--- src/rtl/ring_trk_pkg.sv ---
package ring_trk_pkg;
  // direction of the channel as seen by the tracker
  typedef enum logic {
    DIR_TX = 1'b0,
    DIR_RX = 1'b1
  } ring_dir_e;

  // role of each pointer instance in the generate array
  localparam int PTR_WR  = 0;
  localparam int PTR_RD  = 1;
  localparam int NUM_PTR = 2;
endpackage

--- src/rtl/ring_ptr_reg.sv ---
module ring_ptr_reg #(
  parameter int OFS_W = 16
) (
  input  logic             clk,
  input  logic             rst_n,
  input  logic [OFS_W-1:0] len,
  input  logic             sw_load,
  input  logic [OFS_W:0]   sw_value,
  input  logic             step_en,
  output logic [OFS_W:0]   ptr
);
  localparam int PTR_W = OFS_W + 1;

  logic [PTR_W-1:0] ptr_q;
  logic [PTR_W-1:0] ptr_adv;
  logic [OFS_W-1:0] off_inc;

  // one-byte advance with lap toggle at the ring end
  always_comb begin
    off_inc = ptr_q[OFS_W-1:0] + 1'b1;
    if (off_inc == len) ptr_adv = {~ptr_q[OFS_W], {OFS_W{1'b0}}};
    else                ptr_adv = {ptr_q[OFS_W], off_inc};
  end

  // software load has priority over the hardware step
  always_ff @(posedge clk or negedge rst_n) begin
    if (!rst_n)        ptr_q <= '0;
    else if (sw_load)  ptr_q <= sw_value;
    else if (step_en)  ptr_q <= ptr_adv;
  end

  assign ptr = ptr_q;

  // last slot of the ring rolls to offset 0 and flips the lap bit
  assert_lap_wrap_R2: assert property (@(posedge clk) disable iff (!rst_n)
    (step_en && !sw_load && ((ptr_q[OFS_W-1:0] + 1'b1) == len))
    |=> (ptr_q[OFS_W-1:0] == '0) && (ptr_q[OFS_W] != $past(ptr_q[OFS_W])));

  // a load always lands exactly
  assert_load_exact_R7: assert property (@(posedge clk) disable iff (!rst_n)
    sw_load |=> (ptr_q == $past(sw_value)));
endmodule

--- src/rtl/ring_fill_calc.sv ---
module ring_fill_calc #(
  parameter int OFS_W = 16
) (
  input  logic [OFS_W:0]   wr_ptr,
  input  logic [OFS_W:0]   rd_ptr,
  input  logic [OFS_W-1:0] len,
  output logic [OFS_W-1:0] fill,
  output logic [OFS_W-1:0] space,
  output logic             full,
  output logic             empty
);
  logic [OFS_W-1:0] off_diff;
  logic             lap_differs;

  always_comb begin
    off_diff    = wr_ptr[OFS_W-1:0] - rd_ptr[OFS_W-1:0];
    lap_differs = wr_ptr[OFS_W] ^ rd_ptr[OFS_W];
    fill        = lap_differs ? (off_diff + len) : off_diff;
    space       = len - fill;
    full        = (len != '0) && (fill == len);
    empty       = (fill == '0);
  end
endmodule

--- src/rtl/ring_irq_ctrl.sv ---
module ring_irq_ctrl #(
  parameter int OFS_W = 16
) (
  input  logic             clk,
  input  logic             rst_n,
  input  logic             dir_rx,
  input  logic [OFS_W-1:0] fill,
  input  logic [OFS_W-1:0] space,
  input  logic [OFS_W-1:0] level,
  input  logic             flag_clr,
  input  logic             en_set,
  input  logic             en_clr,
  output logic             flag,
  output logic             en,
  output logic             irq
);
  import ring_trk_pkg::*;

  ring_dir_e dir;
  logic      space_hit;
  logic      fill_hit;
  logic      cond;
  logic      auto_off;
  logic      flag_q;
  logic      en_q;

  always_comb begin
    dir       = ring_dir_e'(dir_rx);
    fill_hit  = (fill >= level);
    space_hit = (space >= level);
    cond      = (dir == DIR_RX) ? fill_hit : space_hit;
    auto_off  = (dir == DIR_TX) && space_hit;
  end

  always_ff @(posedge clk or negedge rst_n) begin
    if (!rst_n) begin
      flag_q <= 1'b0;
      en_q   <= 1'b0;
    end else begin
      flag_q <= cond | (flag_q & ~flag_clr);
      if (auto_off)    en_q <= 1'b0;
      else if (en_set) en_q <= 1'b1;
      else if (en_clr) en_q <= 1'b0;
    end
  end

  assign flag = flag_q;
  assign en   = en_q;
  assign irq  = flag_q & en_q;

  assert_flag_sticky_R9: assert property (@(posedge clk) disable iff (!rst_n)
    (flag_q && !flag_clr) |=> flag_q);

  assert_tx_en_autoclr_R11: assert property (@(posedge clk) disable iff (!rst_n)
    (!dir_rx && (space >= level)) |=> !en_q);

  assert_flag_sets_R8: assert property (@(posedge clk) disable iff (!rst_n)
    (dir_rx && (fill >= level)) |=> flag_q);
endmodule

--- src/rtl/ring_occupancy_tracker.sv ---
module ring_occupancy_tracker #(
  parameter int OFS_W = 16
) (
  input  logic             clk,
  input  logic             rst_n,
  input  logic [OFS_W-1:0] ring_len,
  input  logic [OFS_W-1:0] irq_level,
  input  logic             dir_rx,
  input  logic             wptr_load,
  input  logic             rptr_load,
  input  logic [OFS_W:0]   ptr_wdata,
  input  logic             hw_step,
  input  logic             irq_en_set,
  input  logic             irq_en_clr,
  input  logic             irq_flag_clr,
  output logic [OFS_W:0]   wptr,
  output logic [OFS_W:0]   rptr,
  output logic [OFS_W-1:0] fill_bytes,
  output logic [OFS_W-1:0] space_bytes,
  output logic             irq_flag,
  output logic             irq_en,
  output logic             irq
);
  import ring_trk_pkg::*;

  localparam int PTR_W = OFS_W + 1;

  logic [NUM_PTR-1:0] load_v;
  logic [NUM_PTR-1:0] step_v;
  logic [PTR_W-1:0]   ptr_v [NUM_PTR];
  logic               len_ok;
  logic               full;
  logic               empty;

  // strobe steers to the producer pointer on receive, consumer on transmit
  always_comb begin
    len_ok         = (ring_len != '0);
    load_v[PTR_WR] = wptr_load;
    load_v[PTR_RD] = rptr_load;
    step_v[PTR_WR] = hw_step & len_ok &  dir_rx & ~full;
    step_v[PTR_RD] = hw_step & len_ok & ~dir_rx & ~empty;
  end

  for (genvar k = 0; k < NUM_PTR; k++) begin : g_ptr
    ring_ptr_reg #(.OFS_W(OFS_W)) u_ptr (
      .clk      (clk),
      .rst_n    (rst_n),
      .len      (ring_len),
      .sw_load  (load_v[k]),
      .sw_value (ptr_wdata),
      .step_en  (step_v[k]),
      .ptr      (ptr_v[k])
    );
  end

  assign wptr = ptr_v[PTR_WR];
  assign rptr = ptr_v[PTR_RD];

  ring_fill_calc #(.OFS_W(OFS_W)) u_fill (
    .wr_ptr (ptr_v[PTR_WR]),
    .rd_ptr (ptr_v[PTR_RD]),
    .len    (ring_len),
    .fill   (fill_bytes),
    .space  (space_bytes),
    .full   (full),
    .empty  (empty)
  );

  ring_irq_ctrl #(.OFS_W(OFS_W)) u_irq (
    .clk      (clk),
    .rst_n    (rst_n),
    .dir_rx   (dir_rx),
    .fill     (fill_bytes),
    .space    (space_bytes),
    .level    (irq_level),
    .flag_clr (irq_flag_clr),
    .en_set   (irq_en_set),
    .en_clr   (irq_en_clr),
    .flag     (irq_flag),
    .en       (irq_en),
    .irq      (irq)
  );

  assert_rx_no_overrun_R5: assert property (@(posedge clk) disable iff (!rst_n)
    (dir_rx && full && hw_step && !wptr_load) |=> $stable(wptr));

  assert_tx_no_underrun_R6: assert property (@(posedge clk) disable iff (!rst_n)
    (!dir_rx && empty && hw_step && !rptr_load) |=> $stable(rptr));

  assert_rx_rptr_hold_R4: assert property (@(posedge clk) disable iff (!rst_n)
    (dir_rx && !rptr_load) |=> $stable(rptr));

  assert_tx_wptr_hold_R4: assert property (@(posedge clk) disable iff (!rst_n)
    (!dir_rx && !wptr_load) |=> $stable(wptr));
endmodule

--- config.mk ---
export PLATFORM = sky130hd
export DESIGN_NAME = ring_occupancy_tracker
export DESIGN_NICKNAME = d
export VERILOG_FILES = /design/src/rtl/ring_trk_pkg.sv /design/src/rtl/ring_ptr_reg.sv /design/src/rtl/ring_fill_calc.sv /design/src/rtl/ring_irq_ctrl.sv /design/src/rtl/ring_occupancy_tracker.sv
export SDC_FILE = /design/constraint.sdc
export NUM_CORES = 1
export LEC_CHECK = 0
export BUFFER_PORTS_ARGS = -buffer_cell sky130_fd_sc_hd__buf_4
export CAP_MARGIN = 15
export CELL_PAD_IN_SITES_DETAIL_PLACEMENT = 2
export CELL_PAD_IN_SITES_GLOBAL_PLACEMENT = 2
export CORE_UTILIZATION = 35
export DETAILED_ROUTE_END_ITERATION = 12
export GPL_ROUTABILITY_DRIVEN = 0
export PLACE_DENSITY_LB_ADDON = 0.1
export REMOVE_ABC_BUFFERS = 1
export SLEW_MARGIN = 20
export SYNTH_ARGS = -nofsm -noshare
export SYNTH_HDL_FRONTEND = slang
export SYNTH_SLANG_ARGS = --single-unit
--- constraint.sdc ---
create_clock -name clk -period 9.7 [get_ports clk]
set_clock_uncertainty 0.05 [all_clocks]
set_input_delay 1.94 -clock clk [delete_from_list [all_inputs] [get_ports clk]]
set_output_delay 1.94 -clock clk [all_outputs]
set_load 0.02 [all_outputs]
==> metrics <==
status finished clean; # DRC 0; TritonCTS clock tree yes; Skew-Pair Late Insertion Delay 0.30 ns; CTS resizes 0; internal power 1.08 mW; unrepaired setup endpoints after global routing no; reg2reg setup slack 2.06 ns; Sink Count 36; Hold Crit Class register to register; Post-Synthesis Cell Area 6800 sq um; YS warnings 0; sequential area share after synthesis 13.2%; vias 7,343; final hold vios 0; total CTS buffers 5; crit path max fanout 9; area growth from synthesis to layout 18.5%; total gr overflow 0; fillers 2,271; worst path required time 7.71 ns; Buf+Inv Stages, Crit Path 3; VDD IR max 0.0791 mV; cts hold-fix bufs 0; worst r2r dst u_irq.flag$_DFF_PN0_; final WL 27,400 um; hold path endpoint u_irq.en$_DFFE_PN0P_; number of global-route vias before repair 7,660; Core Rows 50; max-slew violation count 0; Slew headroom 21.9%; GR Layer Usage met2 49.4%; Lkg Pwr 3.59 nW; first-pass GRT wire length 42,600 um; routed vias/inst 5.92; die width 141 um; number of max-cap violations 0; setup violators final 0; DR iter-0 viols 385; post-route ant nets 0; Overall Global Routing Usage 27.6%; Crit Path Category register to primary output; CTS H-tree lvls 2; Synth Flop Type dfrtp_1; Psw 1.30 mW; Startpoint Class register; Worst Hold Launch u_irq.en$_DFFE_PN0P_; setup TNS 0 ns; Initial DRT Pass Iterations 5; Crit. End Element primary output; clock share of power 7.7%; Critical Path Source g_ptr[0].u_ptr.ptr[0]$_DFFE_PN0P_; Root Driver clkbuf_16; fin area 8060 sq um; Setup WS pre-CTS 1.49 ns; Area after DPL 7910 sq um; placed cells 1,232; initial antenna violation count 0; min Tclk post-route 8.34 ns; die area 20,000 sq um; largest net degree at the start of global routing 58; share of power burned in registers 9.3%; ant diodes 0; Post-Synthesis Cells 885; Layout Cells excl Fill 1,240; gr busiest metal met2; #FFs+latches synth 36; met1 Track Usage GR 35.3%; post-DP HPWL 21,700 um; core area 18,900 sq um; hold path depth 2; Worst R2R Start g_ptr[0].u_ptr.ptr[0]$_DFFE_PN0P_; logic gate share of total power 83.0%; fraction of registers with async set/reset 100%; syn avg cell area 7.69 sq um; setup bufs post-CTS 0; max frequency 120 MHz; met3 GRT Util 2.50%; measured slew at the worst slew-check pin 1.16 ns; wire per inst 22.1 um; sw frac 54.6%; Total Nets Final 1,113; Cell Chain, Critical Path inv_1 > ha_1 > fa_1 > nor2b_1 > o31a_1 > o21a_1 > nor2_1 > xnor2_1 > ha_1 > a21oi_1 > nand2_1 > a21oi_1 > mux2i_1 > nor3_1 > inv_1 > ha_1 > nand2_1 > a211oi_1 > o22ai_1 > a21oi_1 > maj3_1 > maj3_1 > xor2_1 > buf_4; share of cells above drive strength 1 17.9%; Worst Reg-to-Reg Cells 29; I/O pins 127; Port Buffers 126; pwr dens 295 nW/um^2; Worst path max stage delay 0.57 ns; final worst path period share 86.0%; Die H 141 um; CP Data Arrival Time 6.35 ns; Cell variety after synth 87; starting density of the core 36.0%; Worst path slowest cell nor3_1; clock-pin slew on the worst setup and hold paths 0.07 ns; Post-synth EDFFs 0; maximum clock path buffer count 2; Top delay family on crit path adder cells; Final WS setup 1.36 ns
## cell usage after synthesis, types with 11 or more instances
| library cell | number | area (sq um) |
|---|---|---|
| inv_1 | 80 | 300 |
| ha_1 | 73 | 913 |
| nand2_1 | 59 | 221 |
| nor2_1 | 55 | 206 |
| a21oi_1 | 51 | 255 |
| xnor2_1 | 45 | 394 |
| nand3_1 | 44 | 220 |
| dfrtp_1 | 36 | 901 |
| xor2_1 | 35 | 307 |
| o21ai_0 | 28 | 140 |
| a21o_1 | 26 | 195 |
| clkbuf_1 | 25 | 93.8 |
| nor4_1 | 21 | 131 |
| nand4_1 | 20 | 125 |
| nor3_1 | 18 | 90.1 |
| nor2b_1 | 17 | 106 |
| o211ai_1 | 16 | 120 |
| a31oi_1 | 14 | 87.6 |
| or3_1 | 11 | 68.8 |
## logic make-up (layout without fill, tap and decap cells)
kind of cell	Yosys count	count (layout)	share of synthesized area [%]
fa+ha+maj	80	80	14.9
buf+inv	124	219	7.52
compound gates	253	253	28.3
xor+xnor	83	83	11.0
simple gates	302	302	23.7
mux	7	7	1.31
flops	36	36	13.2
## cell usage in the layout, fill, tap and decap left out, types with 9 or more instances in the layout
| cell | n |
|---|---|
| a31oi_1 | 14 |
| nor2_1 | 55 |
| nand4_1 | 20 |
| or3_1 | 11 |
| and3_1 | 10 |
| buf_4 | 131 |
| nand2_1 | 59 |
| o211ai_1 | 16 |
| nand3_1 | 44 |
| xor2_1 | 35 |
| and2_1 | 10 |
| dfrtp_1 | 36 |
| nor4_1 | 20 |
| a21oi_1 | 51 |
| nor3_1 | 18 |
| a21o_1 | 26 |
| o311ai_2 | 9 |
| o21a_1 | 9 |
| ha_1 | 73 |
| inv_1 | 80 |
| o21ai_0 | 28 |
| xnor2_1 | 45 |
| nor2b_1 | 17 |
## state kept, by name (all words and copies together), names as in the netlist
register	cells
g_ptr.u_ptr.ptr	34
u_irq.en	1
u_irq.flag	1
## metrics by stage
stage | total power, mW | hold slack [ns] | util (%)
2_1_floorplan | 1.53 | 0.613 | -
4_1_cts | 2.40 | 0.560 | 42.7
5_1_grt | 2.59 | 0.582 | 42.7
3_3_place_gp | 2.14 | 0.515 | 41.8
6_report | 2.38 | 0.543 | 42.7
3_5_place_dp | 2.21 | 0.542 | 41.8
## worst reg2reg max path, delay by kind of cell, from the launching register on
| family | cells | cell delay, ns |
|---|---|---|
| adders and majority gates | 7 | 2.15 |
| AOI/OAI and AO/OA | 11 | 2.94 |
| and+or+nand+nor | 5 | 0.96 |
| xor gates and xnor gates | 2 | 0.52 |
| DFF | 1 | 0.47 |
| muxes | 1 | 0.10 |
| buffers and inverters | 3 | 0.33 |
## metal layers
| metal | up-vias | part of all wire, % |
|---|---|---|
| li1 | 3471 | - |
| met1 | 3690 | 45 |
| met2 | 157 | 49 |
| met3 | 25 | 3.2 |
| met4 | 0 | 2.1 |
| met5 | - | 0 |
## worst max-delay path by stage
stage | slack, ns | cells after the start | endpoint
CTS | 1.30 | 24 | space_bytes[14]
floorplan | 1.93 | 17 | space_bytes[14]
global placement | 1.69 | 19 | space_bytes[14]
detailed placement | 1.49 | 19 | space_bytes[14]
global route | 0.86 | 24 | space_bytes[13]
finish | 1.36 | 24 | space_bytes[13]
## power groups by stage
stage	sequential, mW	combinational [mW]	clock [mW]
after floorplan	0.231	1.30	0
after global placement	0.221	1.92	0
after detailed placement	0.222	1.98	0
after CTS	0.219	1.99	0.189
after global routing	0.224	2.17	0.191
final	0.220	1.97	0.184
## area by class of cell
cell class | count | area, sq um | share of cell area, %
inverters | 80 | 300 | 3.73
clock buffers | 6 | 139 | 1.72
clock inverters | 2 | 15.0 | 0.186
multi-input cells | 725 | 5400 | 66.9
repair buffers | 131 | 983 | 12.2
flip-flops and latches | 36 | 901 | 11.2
well taps | 260 | 325 | 4.04
Note: power is estimated with default switching activity, not from simulation.
